[src/rtl/dmab_pkg.sv]
package dmab_pkg;
    localparam int unsigned DW = 32;

    // status word bit positions
    localparam int unsigned B_BUSERR = 0;
    localparam int unsigned B_START  = 1;
    localparam int unsigned B_END    = 2;
    localparam int unsigned B_STOP   = 3;
    localparam int unsigned B_REQ    = 4;
    localparam int unsigned B_EOR    = 9;
    localparam int unsigned B_DONE   = 10;
    localparam int unsigned B_MRUN   = 22;
    localparam int unsigned B_CLRD   = 24;
    localparam int unsigned B_SETD   = 25;
    localparam int unsigned B_STOPEN = 29;
    localparam int unsigned B_NOFET  = 30;
    localparam int unsigned B_RUN    = 31;

    localparam logic [DW-1:0] KEEP_MASK = 32'h0000_071F;
    localparam logic [DW-1:0] CTRL_MASK = 32'hFC80_0000;
    localparam logic [DW-1:0] W1C_MASK  = 32'h0000_0207;
    localparam logic [DW-1:0] PIO_MASK  = 32'h8000_0001;
    localparam logic [DW-1:0] STAT_RST  = 32'h0000_0008;

    localparam int unsigned OFS_ALIGN = 'h0A0;
    localparam int unsigned OFS_PIO   = 'h0A4;
    localparam int unsigned OFS_GINT  = 'h0F0;
    localparam int unsigned OFS_CHBLK = 'h100;

    typedef enum logic [2:0] {
        K_NONE,
        K_STAT,
        K_ALIGN,
        K_PIO,
        K_GINT,
        K_CREG
    } reg_kind_e;

    typedef enum logic [1:0] {
        ACC_IDLE,
        ACC_DONE,
        ACC_FAULT
    } acc_state_e;

    typedef struct packed {
        logic buserr;
        logic start;
        logic fin;
        logic req;
        logic eor;
    } chan_evt_t;
endpackage

[src/rtl/dmab_decode.sv]
module dmab_decode
    import dmab_pkg::*;
#(
    parameter int unsigned NUM_CH = 4,
    parameter int unsigned ADDR_W = 10,
    localparam int unsigned CH_W  = (NUM_CH > 1) ? $clog2(NUM_CH) : 1
) (
    input  logic [ADDR_W-1:0] addr,
    output reg_kind_e         kind,
    output logic [CH_W-1:0]   ch,
    output logic [1:0]        idx
);
    localparam int unsigned STAT_END = 4 * NUM_CH;
    localparam int unsigned BLK_END  = OFS_CHBLK + 16 * NUM_CH;

    int unsigned a;
    int unsigned blk_ofs;

    always_comb begin
        a       = int'(addr);
        blk_ofs = a - OFS_CHBLK;
        kind    = K_NONE;
        ch      = '0;
        idx     = addr[3:2];
        if (addr[1:0] == 2'b00) begin
            if (a < STAT_END) begin
                kind = K_STAT;
                ch   = addr[2 +: CH_W];
            end else if (a == OFS_ALIGN) begin
                kind = K_ALIGN;
            end else if (a == OFS_PIO) begin
                kind = K_PIO;
            end else if (a == OFS_GINT) begin
                kind = K_GINT;
            end else if (a >= OFS_CHBLK && a < BLK_END) begin
                kind = K_CREG;
                ch   = blk_ofs[4 +: CH_W];
            end
        end
    end
endmodule

[src/rtl/dmab_chan.sv]
module dmab_chan
    import dmab_pkg::*;
(
    input  logic          clk,
    input  logic          rst_n,
    input  logic          wr_stat,
    input  logic          wr_creg,
    input  logic [1:0]    creg_idx,
    input  logic [DW-1:0] wdata,
    input  chan_evt_t     evt,
    output logic [DW-1:0] stat,
    output logic [DW-1:0] creg [4],
    output logic          start_q,
    output logic          fetch_q
);
    logic [DW-1:0] stat_d;
    logic          start_d;
    logic          fetch_d;

    // status word: write semantics first, then engine events on top
    always_comb begin
        stat_d  = stat;
        start_d = 1'b0;
        fetch_d = 1'b0;
        if (wr_stat) begin
            stat_d = stat & KEEP_MASK & ~(wdata & W1C_MASK);
            stat_d = stat_d | (wdata & CTRL_MASK);
            if (stat_d[B_STOPEN]) begin
                stat_d[B_STOP] = 1'b0;
            end
            if (wdata[B_RUN]) begin
                stat_d[B_STOP] = 1'b0;
                stat_d[B_REQ]  = 1'b0;
                start_d        = 1'b1;
                fetch_d        = !wdata[B_NOFET];
            end
            if (!wdata[B_RUN] && !wdata[B_MRUN]) begin
                stat_d[B_STOP] = 1'b1;
            end
            if (wdata[B_CLRD]) begin
                stat_d[B_DONE] = 1'b0;
            end
            if (wdata[B_SETD]) begin
                stat_d[B_DONE] = 1'b1;
            end
        end
        if (evt.buserr) stat_d[B_BUSERR] = 1'b1;
        if (evt.start)  stat_d[B_START]  = 1'b1;
        if (evt.fin)    stat_d[B_END]    = 1'b1;
        if (evt.req)    stat_d[B_REQ]    = 1'b1;
        if (evt.eor)    stat_d[B_EOR]    = 1'b1;
    end

    always_ff @(posedge clk or negedge rst_n) begin
        if (!rst_n) begin
            stat    <= STAT_RST;
            start_q <= 1'b0;
            fetch_q <= 1'b0;
        end else begin
            stat    <= stat_d;
            start_q <= start_d;
            fetch_q <= fetch_d;
        end
    end

    for (genvar i = 0; i < 4; i++) begin : g_creg
        always_ff @(posedge clk or negedge rst_n) begin
            if (!rst_n) begin
                creg[i] <= '0;
            end else if (wr_creg && creg_idx == 2'(i)) begin
                creg[i] <= wdata;
            end
        end
    end
endmodule

[src/rtl/dmab_access_fsm.sv]
module dmab_access_fsm
    import dmab_pkg::*;
(
    input  logic          clk,
    input  logic          rst_n,
    input  logic          acc_en,
    input  logic          acc_hit,
    input  logic [DW-1:0] rd_next,
    output logic [DW-1:0] rdata,
    output logic          err
);
    acc_state_e state_q;
    acc_state_e state_d;

    // next-state: every access ends in DONE or FAULT for one cycle
    always_comb begin
        state_d = state_q;
        unique case (state_q)
            ACC_IDLE, ACC_DONE, ACC_FAULT: begin
                if (!acc_en)      state_d = ACC_IDLE;
                else if (acc_hit) state_d = ACC_DONE;
                else              state_d = ACC_FAULT;
            end
            default: state_d = ACC_IDLE;
        endcase
    end

    always_ff @(posedge clk or negedge rst_n) begin
        if (!rst_n) state_q <= ACC_IDLE;
        else        state_q <= state_d;
    end

    always_ff @(posedge clk or negedge rst_n) begin
        if (!rst_n) begin
            rdata <= '0;
        end else if (acc_en) begin
            rdata <= acc_hit ? rd_next : '0;
        end
    end

    always_comb begin
        err = 1'b0;
        unique case (state_q)
            ACC_FAULT: err = 1'b1;
            ACC_IDLE, ACC_DONE: err = 1'b0;
            default: err = 1'b0;
        endcase
    end
endmodule

[src/rtl/dmab_regbank.sv]
module dmab_regbank
    import dmab_pkg::*;
#(
    parameter int unsigned NUM_CH = 4,
    parameter int unsigned ADDR_W = 10
) (
    input  logic              clk,
    input  logic              rst_n,
    input  logic              reg_en,
    input  logic              reg_we,
    input  logic [ADDR_W-1:0] reg_addr,
    input  logic [31:0]       reg_wdata,
    output logic [31:0]       reg_rdata,
    output logic              reg_err,
    input  logic [NUM_CH-1:0] ev_buserr,
    input  logic [NUM_CH-1:0] ev_start,
    input  logic [NUM_CH-1:0] ev_end,
    input  logic [NUM_CH-1:0] ev_req,
    input  logic [NUM_CH-1:0] ev_eor,
    output logic [NUM_CH-1:0] start_pulse,
    output logic [NUM_CH-1:0] start_fetch,
    output logic              irq
);
    localparam int unsigned CH_W = (NUM_CH > 1) ? $clog2(NUM_CH) : 1;

    reg_kind_e       kind;
    logic [CH_W-1:0] sel_ch;
    logic [1:0]      sel_idx;
    logic            hit;
    logic [DW-1:0]   rd_next;
    logic [DW-1:0]   align_q;
    logic [DW-1:0]   pio_q;
    logic [DW-1:0]   stat  [NUM_CH];
    logic [DW-1:0]   cregs [NUM_CH][4];
    logic [NUM_CH-1:0] gint;

    dmab_decode #(.NUM_CH(NUM_CH), .ADDR_W(ADDR_W)) u_dec (
        .addr (reg_addr),
        .kind (kind),
        .ch   (sel_ch),
        .idx  (sel_idx)
    );

    assign hit = (kind != K_NONE);

    for (genvar c = 0; c < NUM_CH; c++) begin : g_ch
        chan_evt_t evt;
        logic      wr_s;
        logic      wr_c;
        assign evt  = '{buserr: ev_buserr[c], start: ev_start[c], fin: ev_end[c],
                        req: ev_req[c], eor: ev_eor[c]};
        assign wr_s = reg_en && reg_we && kind == K_STAT && sel_ch == CH_W'(c);
        assign wr_c = reg_en && reg_we && kind == K_CREG && sel_ch == CH_W'(c);

        dmab_chan u_chan (
            .clk      (clk),
            .rst_n    (rst_n),
            .wr_stat  (wr_s),
            .wr_creg  (wr_c),
            .creg_idx (sel_idx),
            .wdata    (reg_wdata),
            .evt      (evt),
            .stat     (stat[c]),
            .creg     (cregs[c]),
            .start_q  (start_pulse[c]),
            .fetch_q  (start_fetch[c])
        );

        assign gint[c] = stat[c][B_STOP] | stat[c][B_EOR] | stat[c][B_REQ]
                       | stat[c][B_START] | stat[c][B_END];
    end

    always_ff @(posedge clk or negedge rst_n) begin
        if (!rst_n) begin
            align_q <= '0;
            pio_q   <= '0;
        end else if (reg_en && reg_we) begin
            if (kind == K_ALIGN) align_q <= reg_wdata;
            if (kind == K_PIO)   pio_q   <= reg_wdata & PIO_MASK;
        end
    end

    always_comb begin
        rd_next = '0;
        unique case (kind)
            K_STAT:  rd_next = stat[sel_ch];
            K_ALIGN: rd_next = align_q;
            K_PIO:   rd_next = pio_q;
            K_GINT:  rd_next = DW'(gint);
            K_CREG:  rd_next = cregs[sel_ch][sel_idx];
            K_NONE:  rd_next = '0;
            default: rd_next = '0;
        endcase
    end

    dmab_access_fsm u_fsm (
        .clk     (clk),
        .rst_n   (rst_n),
        .acc_en  (reg_en),
        .acc_hit (hit),
        .rd_next (rd_next),
        .rdata   (reg_rdata),
        .err     (reg_err)
    );

    assign irq = |gint;
endmodule

[config.mk]
export PLATFORM = sky130hd
export DESIGN_NAME = dmab_regbank
export DESIGN_NICKNAME = d
export VERILOG_FILES = /design/src/rtl/dmab_pkg.sv /design/src/rtl/dmab_decode.sv /design/src/rtl/dmab_chan.sv /design/src/rtl/dmab_access_fsm.sv /design/src/rtl/dmab_regbank.sv
export SDC_FILE = /design/constraint.sdc
export NUM_CORES = 1
export LEC_CHECK = 0
export ABC_CLOCK_PERIOD_IN_PS = 2100
export BUFFER_PORTS_ARGS = -buffer_cell sky130_fd_sc_hd__buf_2
export CELL_PAD_IN_SITES_DETAIL_PLACEMENT = 0
export CELL_PAD_IN_SITES_GLOBAL_PLACEMENT = 1
export CORE_ASPECT_RATIO = 0.6
export CORE_MARGIN = 2
export CORE_UTILIZATION = 44
export DETAILED_ROUTE_END_ITERATION = 16
export HOLD_SLACK_MARGIN = 0.08
export PLACE_DENSITY = 0.7
export SLEW_MARGIN = 15
export SYNTH_ARGS = -nofsm -noshare
export SYNTH_HDL_FRONTEND = slang
export SYNTH_SLANG_ARGS = --single-unit
[constraint.sdc]
create_clock -name clk -period 2.1 [get_ports clk]
set_input_delay 0.315 -clock clk [delete_from_list [all_inputs] [get_ports clk]]
set_output_delay 0.315 -clock clk [all_outputs]
set_load 0.02 [all_outputs]
==> run_summary.xml, run 1 <==
<?xml version="1.0" encoding="UTF-8"?>
<metrics>
  <group name="yosys">
    <metric name="async_reset_ff_frac" unit="">1.000</metric>
    <metric name="synthesis.area_per_instance" unit="sq um">12.43</metric>
    <metric name="synth.yosys.seq_area_share" unit="">0.5560</metric>
    <metric name="synthCells" unit="">2332</metric>
    <metric name="syn_nets" unit="">2398</metric>
    <metric name="synth_enable_flop_cells" unit="">0</metric>
    <metric name="synth-main-ff-cell" unit="">sky130_fd_sc_hd__dfrtp_1</metric>
    <metric name="synth.ff_latch_count" unit="">644</metric>
    <metric name="syn_area" unit="sq mm">0.02900</metric>
    <metric name="synth.lib_cells_used.distinct" unit="">82</metric>
    <metric name="ys_warn_count" unit="">0</metric>
  </group>
  <group name="setup_path">
    <metric name="cp.required" unit="ps">1780</metric>
    <metric name="worst_path_max_delay_cell" unit="">sky130_fd_sc_hd__or4_1</metric>
    <metric name="timing.critical_path.cells" unit="">or4_1, nor2_1, inv_1, or4_4, buf_6</metric>
    <metric name="crit_path_max_fanout" unit="">2</metric>
    <metric name="critPathArrivalTime" unit="ps">2350</metric>
    <metric name="setup.worst_path.end_class" unit="">output pin</metric>
    <metric name="critical-path-max-stage-delay" unit="ps">500</metric>
    <metric name="criticalPathCategory" unit="">flip-flop to output pin</metric>
    <metric name="worst_setup_path_start_kind" unit="">flip-flop</metric>
  </group>
  <group name="clock_tree">
    <metric name="clkSinkCount" unit="">644</metric>
    <metric name="clkSlewWorstSetupHoldPaths" unit="ps">60</metric>
    <metric name="post_cts_buffers" unit="">0</metric>
    <metric name="tritoncts.num_buffers" unit="">59</metric>
    <metric name="cts-root-to-sink-buffers" unit="">3</metric>
    <metric name="clock_insertion_delay_worst_skew" unit="ps">660</metric>
    <metric name="tritoncts" unit="">yes</metric>
    <metric name="cts_htree_levels" unit="">2</metric>
    <metric name="cts.root.buffer_cell" unit="">sky130_fd_sc_hd__clkbuf_16</metric>
  </group>
  <group name="timing">
    <metric name="setup_viol_count_final" unit="">1</metric>
    <metric name="final_min_period_over_clock_period" unit="">1.271</metric>
    <metric name="postLayoutSetupSlackWorst" unit="ps">-569.5</metric>
    <metric name="layout_min_cycle_time" unit="ps">2669</metric>
    <metric name="clock-skew-final" unit="ps">19.13</metric>
    <metric name="fmax" unit="MHz">374.6</metric>
    <metric name="fin_tns_setup" unit="ps">-569.5</metric>
    <metric name="grt_setup_unrepaired" unit="">yes</metric>
    <metric name="drv_slew" unit="">0</metric>
    <metric name="finalHoldViolCount" unit="">0</metric>
    <metric name="timing_worst_slew_pin_value" unit="ps">606.9</metric>
    <metric name="relSlewSlack" unit="">0.5903</metric>
  </group>
  <group name="die">
    <metric name="core.rowCount" unit="">72</metric>
    <metric name="die_width" unit="um">335.4</metric>
    <metric name="io_pins" unit="">108</metric>
    <metric name="die_height" unit="um">202.8</metric>
    <metric name="die_area" unit="sq mm">0.06804</metric>
    <metric name="initial_core_util" unit="">0.4477</metric>
    <metric name="design.core.area" unit="sq mm">0.06477</metric>
  </group>
  <group name="cells_and_area">
    <metric name="area.sequential" unit="sq mm">0.01612</metric>
    <metric name="footprint_of_the_multi_input_gates" unit="sq mm">0.01207</metric>
    <metric name="final_cells" unit="">3581</metric>
    <metric name="num_antenna_cells" unit="">0</metric>
    <metric name="number_of_fillers_in_the_final_layout" unit="">5368</metric>
    <metric name="nets" unit="">2747</metric>
    <metric name="proportion_of_layout_cells_with_a_drive_suffix_above_1" unit="">0.4333</metric>
    <metric name="syn_to_final_growth" unit="%">23.28</metric>
  </group>
  <group name="grt">
    <metric name="grt_usage" unit="">0.3161</metric>
    <metric name="grt_antenna_before_repair" unit="">1</metric>
    <metric name="grt_remaining_overflow" unit="">0</metric>
    <metric name="via_count_of_the_first_global_routing_pass" unit="">22740</metric>
    <metric name="grt_max_degree" unit="">78</metric>
    <metric name="grt_first_pass_wirelength" unit="mm">157.7</metric>
  </group>
  <group name="pwr">
    <metric name="overall_power_consumption" unit="mW">25.52</metric>
    <metric name="total_power_density_per_cell_area" unit="mW/mm^2">714.0</metric>
    <metric name="ir_drop" unit="uV">592.3</metric>
    <metric name="total_leakage_power" unit="nW">17.66</metric>
  </group>
  <group name="placed_design">
    <metric name="dp_worst_setup_slack" unit="ps">-608.3</metric>
    <metric name="dp_hpwl" unit="mm">73.89</metric>
    <metric name="placed_cells" unit="">3446</metric>
    <metric name="portBuffers" unit="">107</metric>
    <metric name="gp_congestion" unit="">0.8927</metric>
  </group>
  <group name="routing">
    <metric name="drt-vias-per-instance" unit="">6.263</metric>
    <metric name="vias" unit="">22430</metric>
    <metric name="post-route-drc-count" unit="">0</metric>
    <metric name="top_layer" unit="">met4</metric>
    <metric name="met2RoutedLength" unit="mm">45.09</metric>
    <metric name="first_iter_violations" unit="">2371</metric>
    <metric name="wirelength_met1" unit="mm">49.99</metric>
    <metric name="dr_wl_met3" unit="mm">9.669</metric>
    <metric name="routed_wire_length_per_instance" unit="um">29.88</metric>
    <metric name="drt-pass1-iter-count" unit="">8</metric>
    <metric name="drt.antenna.violating_nets" unit="">0</metric>
    <metric name="detail_route.wirelength" unit="mm">107.0</metric>
  </group>
  <group name="status">
    <metric name="run_status" unit="">finished with violations</metric>
    <metric name="violations" unit="">negative setup slack</metric>
  </group>
  <group name="job">
    <metric name="drv_cap" unit="">0</metric>
  </group>
  <group name="hold_path">
    <metric name="worst_hold_path_type" unit="">input pin to flip-flop</metric>
  </group>
</metrics>
## path summary, 6_finish.rpt
check	startpoint	to	cells past startpoint	slack [ps]
max	g_ch[1].u_chan.stat[3]	irq	5	-570
max reg2reg	g_ch[2].u_chan.stat[9]	u_fsm.rdata[2]	6	180
min	reg_wdata[28]	g_ch[1].u_chan.stat[28]	3	100
min reg2reg	g_ch[2].u_chan.stat[23]	g_ch[2].u_chan.stat[23]	2	480
max in group asynchronous	rst_n	g_ch[1].u_chan.stat[3]	3	1020
min in group asynchronous	rst_n	g_ch[3].u_chan.creg[15]	2	200
## synthesized netlist by cell type, types with 9 or more instances
library cell / n / area share
sky130_fd_sc_hd__mux2i_1: 16 / 0.0055
sky130_fd_sc_hd__nor4_1: 13 / 0.0028
sky130_fd_sc_hd__inv_1: 12 / 0.0016
sky130_fd_sc_hd__a21o_1: 23 / 0.0060
sky130_fd_sc_hd__nor2_1: 72 / 0.0093
sky130_fd_sc_hd__nand2_1: 178 / 0.023
sky130_fd_sc_hd__o22a_1: 26 / 0.0079
sky130_fd_sc_hd__buf_1: 9 / 0.0012
sky130_fd_sc_hd__buf_4: 11 / 0.0028
sky130_fd_sc_hd__a222oi_1: 12 / 0.0041
sky130_fd_sc_hd__mux2_2: 556 / 0.22
sky130_fd_sc_hd__o21a_1: 12 / 0.0031
sky130_fd_sc_hd__or3_1: 13 / 0.0028
sky130_fd_sc_hd__nand3_1: 18 / 0.0031
sky130_fd_sc_hd__a211oi_1: 15 / 0.0039
sky130_fd_sc_hd__a21oi_1: 60 / 0.010
sky130_fd_sc_hd__a22oi_1: 15 / 0.0039
sky130_fd_sc_hd__o22ai_1: 132 / 0.028
sky130_fd_sc_hd__dfrtp_1: 640 / 0.55
sky130_fd_sc_hd__nor2b_1: 26 / 0.0056
sky130_fd_sc_hd__o221ai_1: 25 / 0.0076
sky130_fd_sc_hd__buf_2: 92 / 0.016
sky130_fd_sc_hd__nor3_1: 28 / 0.0048
sky130_fd_sc_hd__o31ai_1: 21 / 0.0054
sky130_fd_sc_hd__a221oi_1: 11 / 0.0033
sky130_fd_sc_hd__clkbuf_1: 95 / 0.012
sky130_fd_sc_hd__o21ai_0: 53 / 0.0091
## cell type report
type                       count  share of cell area
tap                          851             0.02979
sequential                   644              0.4510
inverter                      13            0.001365
multi-input combinational   1468              0.3377
clock inverter                17            0.005076
clock buffer                  93             0.04915
timing repair buffer         495              0.1260
## cell usage in the layout, fill, tap and decap left out, drive strengths merged, types with 16 or more instances in the layout
cell         instances
dlygate4sd3         25
buf                470
o221ai              25
o22ai              132
nor2                75
o22a                26
o21ai               58
mux2               556
o31ai               21
nor3                33
nand3               18
a21o                23
nand2              179
dfrtp              640
mux2i               16
nor2b               26
a21oi               62
clkbuf              93
## repair_timing
item                                    in CTS  in global routing
hold buffers                                25                  0
endpoints found under the setup margin       1                  3
hold endpoints to repair                   156                  0
resized for setup                            3                  2
pin swaps                                    3                  1
## layer usage
layer / track usage / up-vias
met4: 0.07495 / 0
met2: 0.4502 / 1022
li1: - / 9351
met5: 0 / -
met1: 0.4887 / 11910
met3: 0.06753 / 149
## kinds of logic after synthesis
kind of cell	synth area share
AO/OA/AOI/OAI	0.1206
flip-flops	0.5560
multiplexers	0.2222
AND/OR/NAND/NOR	0.06736
buffers and inverters	0.03387
## worst max-delay path: cells and delay by family (launching register included)
kind	cells	cell delay, ps
flops	1	400
simple gates	3	1080
buf+inv	2	220
## per-stage QoR
step	hold WS (ps)	util	instance area [sq um]
2_1_floorplan	19.41	-	29180
4_1_cts	87.18	0.5517	35730
6_report	104.1	0.5518	35740
3_5_place_dp	297.5	0.5177	33530
5_1_grt	123.3	0.5518	35740
3_3_place_gp	303.8	0.5177	33530
## power breakdown
part / switching, mW / internal (mW) / total [mW]
Sequential: 0.0471 / 12.5 / 12.5
Clock: 4.94 / 6.11 / 11.1
Combinational: 1.26 / 0.677 / 1.94
Total: 6.25 / 19.3 / 25.5
## registers in the layout, summed over array words and instances, names as in the netlist
name	cells
align_q	32
g_ch.u_chan.creg	512
g_ch.u_chan.fetch_q	4
g_ch.u_chan.start_q	4
g_ch.u_chan.stat	56
pio_q	2
u_fsm.rdata	32
u_fsm.state_q	2
(Power assumes the default switching activity.)
==> run 2, diff against run 1 <==
--- a/config.mk
+++ b/config.mk
@@ -9,7 +9,7 @@
 export BUFFER_PORTS_ARGS = -buffer_cell sky130_fd_sc_hd__buf_2
 export CELL_PAD_IN_SITES_DETAIL_PLACEMENT = 0
 export CELL_PAD_IN_SITES_GLOBAL_PLACEMENT = 1
-export CORE_ASPECT_RATIO = 0.6
+export CORE_ASPECT_RATIO = 0.7
 export CORE_MARGIN = 2
 export CORE_UTILIZATION = 44
 export DETAILED_ROUTE_END_ITERATION = 16
==> run_summary.xml, run 2 (synthesis results as in run 1) <==
<?xml version="1.0" encoding="UTF-8"?>
<metrics>
  <group name="cells_and_area">
    <metric name="syn_to_final_growth" unit="%">24.59</metric>
    <metric name="layout.cells.most_common" unit="">sky130_fd_sc_hd__dfrtp_1</metric>
    <metric name="most_flops_register" unit="">g_ch.u_chan.creg</metric>
    <metric name="post-route-util" unit="">0.5558</metric>
    <metric name="nets" unit="">2749</metric>
    <metric name="final_cells" unit="">3609</metric>
    <metric name="footprint_of_the_multi_input_gates" unit="sq mm">0.01207</metric>
    <metric name="fin_area" unit="sq mm">0.03612</metric>
    <metric name="number_of_fillers_in_the_final_layout" unit="">5537</metric>
    <metric name="largest_register_ffs" unit="">512</metric>
    <metric name="area.sequential" unit="sq mm">0.01612</metric>
    <metric name="proportion_of_layout_cells_with_a_drive_suffix_above_1" unit="">0.4388</metric>
    <metric name="reg.largest.list" unit="">g_ch.u_chan.creg: 512 flops, g_ch.u_chan.stat: 56 flops</metric>
    <metric name="final_cell_mix" unit="">sky130_fd_sc_hd__dfrtp_1 (640), sky130_fd_sc_hd__mux2_2 (554), sky130_fd_sc_hd__buf_4 (283)</metric>
  </group>
  <group name="grt">
    <metric name="grt_usage" unit="">0.3050</metric>
    <metric name="via_count_of_the_first_global_routing_pass" unit="">22530</metric>
    <metric name="grt_remaining_overflow" unit="">0</metric>
    <metric name="grt_first_pass_wirelength" unit="mm">152.7</metric>
    <metric name="grt_antenna_before_repair" unit="">3</metric>
    <metric name="grt_max_degree" unit="">70</metric>
  </group>
  <group name="clock_tree">
    <metric name="cts_htree_levels" unit="">3</metric>
    <metric name="clkSinkCount" unit="">644</metric>
    <metric name="clkSlewWorstSetupHoldPaths" unit="ps">60</metric>
    <metric name="cts.root.buffer_cell" unit="">sky130_fd_sc_hd__clkbuf_16</metric>
    <metric name="tritoncts" unit="">yes</metric>
    <metric name="clock_insertion_delay_worst_skew" unit="ps">640</metric>
    <metric name="tritoncts.num_buffers" unit="">66</metric>
    <metric name="cts-root-to-sink-buffers" unit="">3</metric>
  </group>
  <group name="placed_design">
    <metric name="placed_cells" unit="">3472</metric>
    <metric name="postPlaceCellArea" unit="sq mm">0.03356</metric>
    <metric name="gp_congestion" unit="">0.9316</metric>
    <metric name="portBuffers" unit="">107</metric>
    <metric name="dp_hpwl" unit="mm">70.96</metric>
  </group>
  <group name="die">
    <metric name="core.rowCount" unit="">78</metric>
    <metric name="io_pins" unit="">108</metric>
    <metric name="die_area" unit="sq mm">0.06800</metric>
    <metric name="die_width" unit="um">310.8</metric>
    <metric name="die_height" unit="um">218.8</metric>
    <metric name="initial_core_util" unit="">0.4461</metric>
    <metric name="design.core.area" unit="sq mm">0.06500</metric>
  </group>
  <group name="routing">
    <metric name="post-route-drc-count" unit="">0</metric>
    <metric name="routed_wire_length_per_instance" unit="um">28.61</metric>
    <metric name="drt-pass1-iter-count" unit="">6</metric>
    <metric name="detail_route.wirelength" unit="mm">103.2</metric>
    <metric name="vias" unit="">22150</metric>
    <metric name="first_iter_violations" unit="">2527</metric>
    <metric name="drt-vias-per-instance" unit="">6.138</metric>
    <metric name="drt.antenna.violating_nets" unit="">0</metric>
  </group>
  <group name="status">
    <metric name="run_status" unit="">finished with violations</metric>
    <metric name="violations" unit="">negative setup slack</metric>
  </group>
  <group name="pwr">
    <metric name="total_leakage_power" unit="nW">17.83</metric>
    <metric name="ir_drop" unit="uV">500.5</metric>
    <metric name="total_power_density_per_cell_area" unit="mW/mm^2">750.2</metric>
    <metric name="overall_power_consumption" unit="mW">27.10</metric>
  </group>
  <group name="timing">
    <metric name="layout_min_cycle_time" unit="ps">2537</metric>
    <metric name="fmax" unit="MHz">394.2</metric>
    <metric name="postLayoutSetupSlackWorst" unit="ps">-436.7</metric>
    <metric name="setup_viol_count_final" unit="">1</metric>
    <metric name="relSlewSlack" unit="">0.4725</metric>
    <metric name="clock-skew-final" unit="ps">32.35</metric>
    <metric name="drv_slew" unit="">0</metric>
    <metric name="grt_setup_unrepaired" unit="">yes</metric>
    <metric name="final_min_period_over_clock_period" unit="">1.208</metric>
    <metric name="finalHoldViolCount" unit="">0</metric>
    <metric name="fin_tns_setup" unit="ps">-436.7</metric>
    <metric name="timing_worst_slew_pin_value" unit="ps">781.3</metric>
  </group>
  <group name="setup_path">
    <metric name="crit_path_max_fanout" unit="">2</metric>
    <metric name="timing.critical_path.cells" unit="">or4_1, nor2_1, inv_1, or4_4, buf_6</metric>
    <metric name="worst_setup_path_start_kind" unit="">flip-flop</metric>
    <metric name="worst_path_max_delay_cell" unit="">sky130_fd_sc_hd__or4_1</metric>
    <metric name="critPathArrivalTime" unit="ps">2220</metric>
    <metric name="criticalPathCategory" unit="">flip-flop to output pin</metric>
    <metric name="critical-path-max-stage-delay" unit="ps">510</metric>
    <metric name="setup.worst_path.end_class" unit="">output pin</metric>
    <metric name="cp.required" unit="ps">1780</metric>
  </group>
  <group name="job">
    <metric name="drv_cap" unit="">0</metric>
  </group>
  <group name="hold_path">
    <metric name="worst_hold_path_type" unit="">input pin to flip-flop</metric>
  </group>
</metrics>
[run 2: changes by cell type in the layout (fill, tap and decap cells not counted), moves of 3 or more]
cell                            before  now
sky130_fd_sc_hd__clkinv_2           12    7
sky130_fd_sc_hd__inv_6               0    3
sky130_fd_sc_hd__bufinv_16           3   10
sky130_fd_sc_hd__clkbuf_1           21   10
sky130_fd_sc_hd__clkbuf_16          61   68
sky130_fd_sc_hd__dlygate4sd3_1      25   21
[run 2: repair_timing]
item / in CTS / in global routing
hold buffers: 21 / 0
cloned: 0 / 0
setup buffers: 2 / 0
pin swaps: 3 / 2
gates resized for setup: 3 / 3
endpoints found under the setup margin: 1 / 4
endpoints found under the hold margin: 349 / 0
[run 2: per-stage QoR]
step	setup slack, ps	hold slack, ps
6_report	-436.7	121.1
5_1_grt	-538.0	134.5
4_1_cts	-486.4	98.66
3_5_place_dp	-529.0	241.2
3_3_place_gp	-500.6	240.3
2_1_floorplan	-40.27	19.41
[run 2: layout make-up]
cell class                 instances  share of cell area
antenna                            1          0.00006927
timing repair buffer             490              0.1237
sequential                       644              0.4462
tap                              880             0.03048
inverter                          13            0.001351
multi-input combinational       1468              0.3342
clock inverter                    23             0.01122
clock buffer                      90             0.05272
[run 2: worst paths after layout]
| path | from | endpoint | slack, ps | cells after the start |
|---|---|---|---|---|
| min in group asynchronous | rst_n | g_ch[1].u_chan.creg[50] | 180 | 2 |
| setup reg to reg | g_ch[1].u_chan.stat[3] | u_fsm.rdata[3] | 270 | 6 |
| max in group asynchronous | rst_n | g_ch[3].u_chan.stat[3] | 1020 | 4 |
| hold reg to reg | u_fsm.state_q[0] | u_fsm.state_q[0] | 470 | 1 |
| setup / recovery | g_ch[1].u_chan.stat[2] | irq | -440 | 5 |
| hold / removal | reg_wdata[23] | g_ch[1].u_chan.stat[23] | 120 | 3 |
[run 2: power by group]
group	total, mW	leakage (nW)	internal (mW)	switching, mW
Sequential	12.5	8.87	12.5	0.0461
Clock	12.7	1.14	7.61	5.07
Combinational	1.89	7.83	0.667	1.22
Total	27.1	17.8	20.8	6.34
[run 2: routing by layer]
| metal | track usage | up-vias | part of all wire |
|---|---|---|---|
| li1 | - | 9331 | - |
| met2 | 0.4519 | 1008 | 0.43 |
| met3 | 0.06587 | 184 | 0.088 |
| met1 | 0.4482 | 11630 | 0.45 |
| met5 | 0 | - | 0 |
| met4 | 0.09404 | 0 | 0.031 |
[run 2: worst max-delay path, delay by kind of cell, from the launching register on]
family / cells / cell delay (ps)
buffers and inverters: 2 / 210
DFF: 1 / 370
and+or+nand+nor: 3 / 1040
==> run 3, diff against run 2 <==
--- a/config.mk
+++ b/config.mk
@@ -7,14 +7,14 @@
 export LEC_CHECK = 0
 export ABC_CLOCK_PERIOD_IN_PS = 2100
 export BUFFER_PORTS_ARGS = -buffer_cell sky130_fd_sc_hd__buf_2
-export CELL_PAD_IN_SITES_DETAIL_PLACEMENT = 0
-export CELL_PAD_IN_SITES_GLOBAL_PLACEMENT = 1
+export CELL_PAD_IN_SITES_DETAIL_PLACEMENT = 1
+export CELL_PAD_IN_SITES_GLOBAL_PLACEMENT = 2
 export CORE_ASPECT_RATIO = 0.7
-export CORE_MARGIN = 2
 export CORE_UTILIZATION = 44
 export DETAILED_ROUTE_END_ITERATION = 16
 export HOLD_SLACK_MARGIN = 0.08
-export PLACE_DENSITY = 0.7
+export PLACE_DENSITY = 0.8
+export SKIP_LAST_GASP = 1
 export SLEW_MARGIN = 15
 export SYNTH_ARGS = -nofsm -noshare
 export SYNTH_HDL_FRONTEND = slang
==> run_summary.xml, run 3 (synthesis results as in run 1) <==
<?xml version="1.0" encoding="UTF-8"?>
<metrics>
  <group name="clock_tree">
    <metric name="clock_insertion_delay_worst_skew" unit="ps">630</metric>
    <metric name="tritoncts" unit="">yes</metric>
    <metric name="tritoncts.num_buffers" unit="">66</metric>
    <metric name="cts_htree_levels" unit="">3</metric>
    <metric name="clkSinkCount" unit="">644</metric>
    <metric name="cts.root.buffer_cell" unit="">sky130_fd_sc_hd__clkbuf_16</metric>
    <metric name="clkSlewWorstSetupHoldPaths" unit="ps">60</metric>
    <metric name="cts-root-to-sink-buffers" unit="">3</metric>
  </group>
  <group name="routing">
    <metric name="post-route-drc-count" unit="">0</metric>
    <metric name="detail_route.wirelength" unit="mm">113.5</metric>
    <metric name="routed_wire_length_per_instance" unit="um">31.39</metric>
    <metric name="drt.antenna.violating_nets" unit="">0</metric>
    <metric name="first_iter_violations" unit="">2162</metric>
    <metric name="drt-vias-per-instance" unit="">6.279</metric>
    <metric name="drt-pass1-iter-count" unit="">8</metric>
    <metric name="vias" unit="">22710</metric>
  </group>
  <group name="grt">
    <metric name="grt_remaining_overflow" unit="">0</metric>
    <metric name="grt_antenna_before_repair" unit="">2</metric>
    <metric name="grt_usage" unit="">0.3457</metric>
    <metric name="grt_first_pass_wirelength" unit="mm">169.4</metric>
    <metric name="globalRoute.busiestLayer" unit="">met2</metric>
    <metric name="global_route.usage.met1" unit="">0.5038</metric>
    <metric name="met2_usage" unit="">0.5152</metric>
    <metric name="grt_max_degree" unit="">85</metric>
    <metric name="via_count_of_the_first_global_routing_pass" unit="">24280</metric>
    <metric name="grt_util_met3" unit="">0.07109</metric>
  </group>
  <group name="setup_path">
    <metric name="worst_setup_path_start_kind" unit="">flip-flop</metric>
    <metric name="rrSetupSlack" unit="ps">20</metric>
    <metric name="critPathArrivalTime" unit="ps">2360</metric>
    <metric name="worstRegToRegCells" unit="">5</metric>
    <metric name="cp.required" unit="ps">1780</metric>
    <metric name="setup.worst_path.end_class" unit="">output pin</metric>
    <metric name="criticalPathCategory" unit="">flip-flop to output pin</metric>
    <metric name="crit_path_max_fanout" unit="">2</metric>
  </group>
  <group name="timing">
    <metric name="finalHoldViolCount" unit="">0</metric>
    <metric name="fin_tns_setup" unit="ps">-613.3</metric>
    <metric name="grt_setup_unrepaired" unit="">yes</metric>
    <metric name="drv_slew" unit="">0</metric>
    <metric name="clock-skew-final" unit="ps">17.96</metric>
    <metric name="setup_viol_count_final" unit="">2</metric>
    <metric name="postLayoutSetupSlackWorst" unit="ps">-579.4</metric>
    <metric name="relSlewSlack" unit="">0.5879</metric>
    <metric name="timing_worst_slew_pin_value" unit="ps">618.1</metric>
    <metric name="final_min_period_over_clock_period" unit="">1.276</metric>
    <metric name="layout_min_cycle_time" unit="ps">2679</metric>
    <metric name="fmax" unit="MHz">373.2</metric>
    <metric name="hold_slack" unit="ps">111.6</metric>
  </group>
  <group name="die">
    <metric name="io_pins" unit="">108</metric>
    <metric name="initial_core_util" unit="">0.4461</metric>
    <metric name="design.core.area" unit="sq mm">0.06500</metric>
    <metric name="die_width" unit="um">308.8</metric>
    <metric name="die_height" unit="um">216.8</metric>
    <metric name="die_area" unit="sq mm">0.06695</metric>
    <metric name="core.rowCount" unit="">78</metric>
  </group>
  <group name="placed_design">
    <metric name="portBuffers" unit="">107</metric>
    <metric name="gp_congestion" unit="">0.9052</metric>
    <metric name="postPlaceCellArea" unit="sq mm">0.03356</metric>
    <metric name="dp_hpwl" unit="mm">75.56</metric>
    <metric name="dp_worst_setup_slack" unit="ps">-677.3</metric>
  </group>
  <group name="cells_and_area">
    <metric name="final_cell_mix" unit="">sky130_fd_sc_hd__dfrtp_1 (640), sky130_fd_sc_hd__mux2_2 (554), sky130_fd_sc_hd__buf_4 (288)</metric>
    <metric name="proportion_of_layout_cells_with_a_drive_suffix_above_1" unit="">0.4410</metric>
    <metric name="fin_area" unit="sq mm">0.03606</metric>
    <metric name="syn_to_final_growth" unit="%">24.36</metric>
    <metric name="most_flops_register" unit="">g_ch.u_chan.creg</metric>
    <metric name="reg.largest.list" unit="">g_ch.u_chan.creg: 512 flops, g_ch.u_chan.stat: 56 flops</metric>
    <metric name="nets" unit="">2752</metric>
    <metric name="layout.cells.most_common" unit="">sky130_fd_sc_hd__dfrtp_1</metric>
    <metric name="largest_register_ffs" unit="">512</metric>
  </group>
  <group name="pwr">
    <metric name="total_power_density_per_cell_area" unit="mW/mm^2">747.2</metric>
    <metric name="ir_drop" unit="uV">579.5</metric>
    <metric name="total_leakage_power" unit="nW">17.79</metric>
  </group>
  <group name="hold_path">
    <metric name="worst_hold_path_type" unit="">input pin to flip-flop</metric>
    <metric name="timing.hold.worst_path_depth" unit="">3</metric>
  </group>
  <group name="status">
    <metric name="violations" unit="">negative setup slack</metric>
    <metric name="run_status" unit="">finished with violations</metric>
  </group>
  <group name="job">
    <metric name="drv_cap" unit="">0</metric>
  </group>
</metrics>
[run 3: timing repair]
| action | 4_1_cts | 5_1_grt |
|---|---|---|
| hold buffers | 21 | 0 |
| gates resized for setup | 5 | 5 |
| pin swaps | 3 | 2 |
| hold endpoints to repair | 453 | 0 |
| endpoints found under the setup margin | 3 | 3 |
| setup buffers | 1 | 0 |
[run 3: per-layer routing]
| layer | vias to the layer above | wire [um] |
|---|---|---|
| met2 | 1009 | 50540 |
| met5 | - | 0 |
| met3 | 248 | 8914 |
| met1 | 12110 | 50330 |
| li1 | 9344 | - |
| met4 | 0 | 3725 |
[run 3: worst paths after layout]
kind                                         from                        to
hold reg to reg                  u_fsm.state_q[0]          u_fsm.state_q[0]
hold / removal                      reg_wdata[27]   g_ch[3].u_chan.stat[27]
setup / recovery           g_ch[1].u_chan.stat[2]                       irq
max in group asynchronous                   rst_n   g_ch[0].u_chan.creg[12]
setup reg to reg           g_ch[2].u_chan.stat[9]            u_fsm.rdata[9]
min in group asynchronous                   rst_n  g_ch[2].u_chan.creg[103]
[run 3: report_power, final]
| group | switching (mW) | internal, mW |
|---|---|---|
| sequential | 0.0497 | 12.5 |
| combinational | 1.29 | 0.677 |
| clock | 5.20 | 7.24 |
| total | 6.54 | 20.4 |
[run 3: cell type report]
type	count	area [sq um]
timing repair buffer	493	4457
fill	6572	28940
inverter	13	48.80
tap	880	1101
antenna	1	2.502
clock buffer	96	1999
clock inverter	21	247.7
sequential	644	16120
multi-input combinational	1468	12080
[run 3: per-stage QoR]
step / power, mW / cells / utilization
floorplan: 13.45 / 2332 / -
global placement: 14.61 / 3476 / 0.5163
detailed placement: 14.66 / 3476 / 0.5163
CTS: 27.05 / 3615 / 0.5545
global route: 27.62 / 3615 / 0.5547
finish: 26.94 / 3616 / 0.5548
[run 3: critical path: stages (launching register included)]
cell and delay [ps]:
sky130_fd_sc_hd__dfrtp_1 390, sky130_fd_sc_hd__or4_4 560, sky130_fd_sc_hd__nor2_4 100, sky130_fd_sc_hd__inv_2 60, sky130_fd_sc_hd__or4_4 480, sky130_fd_sc_hd__buf_6 150
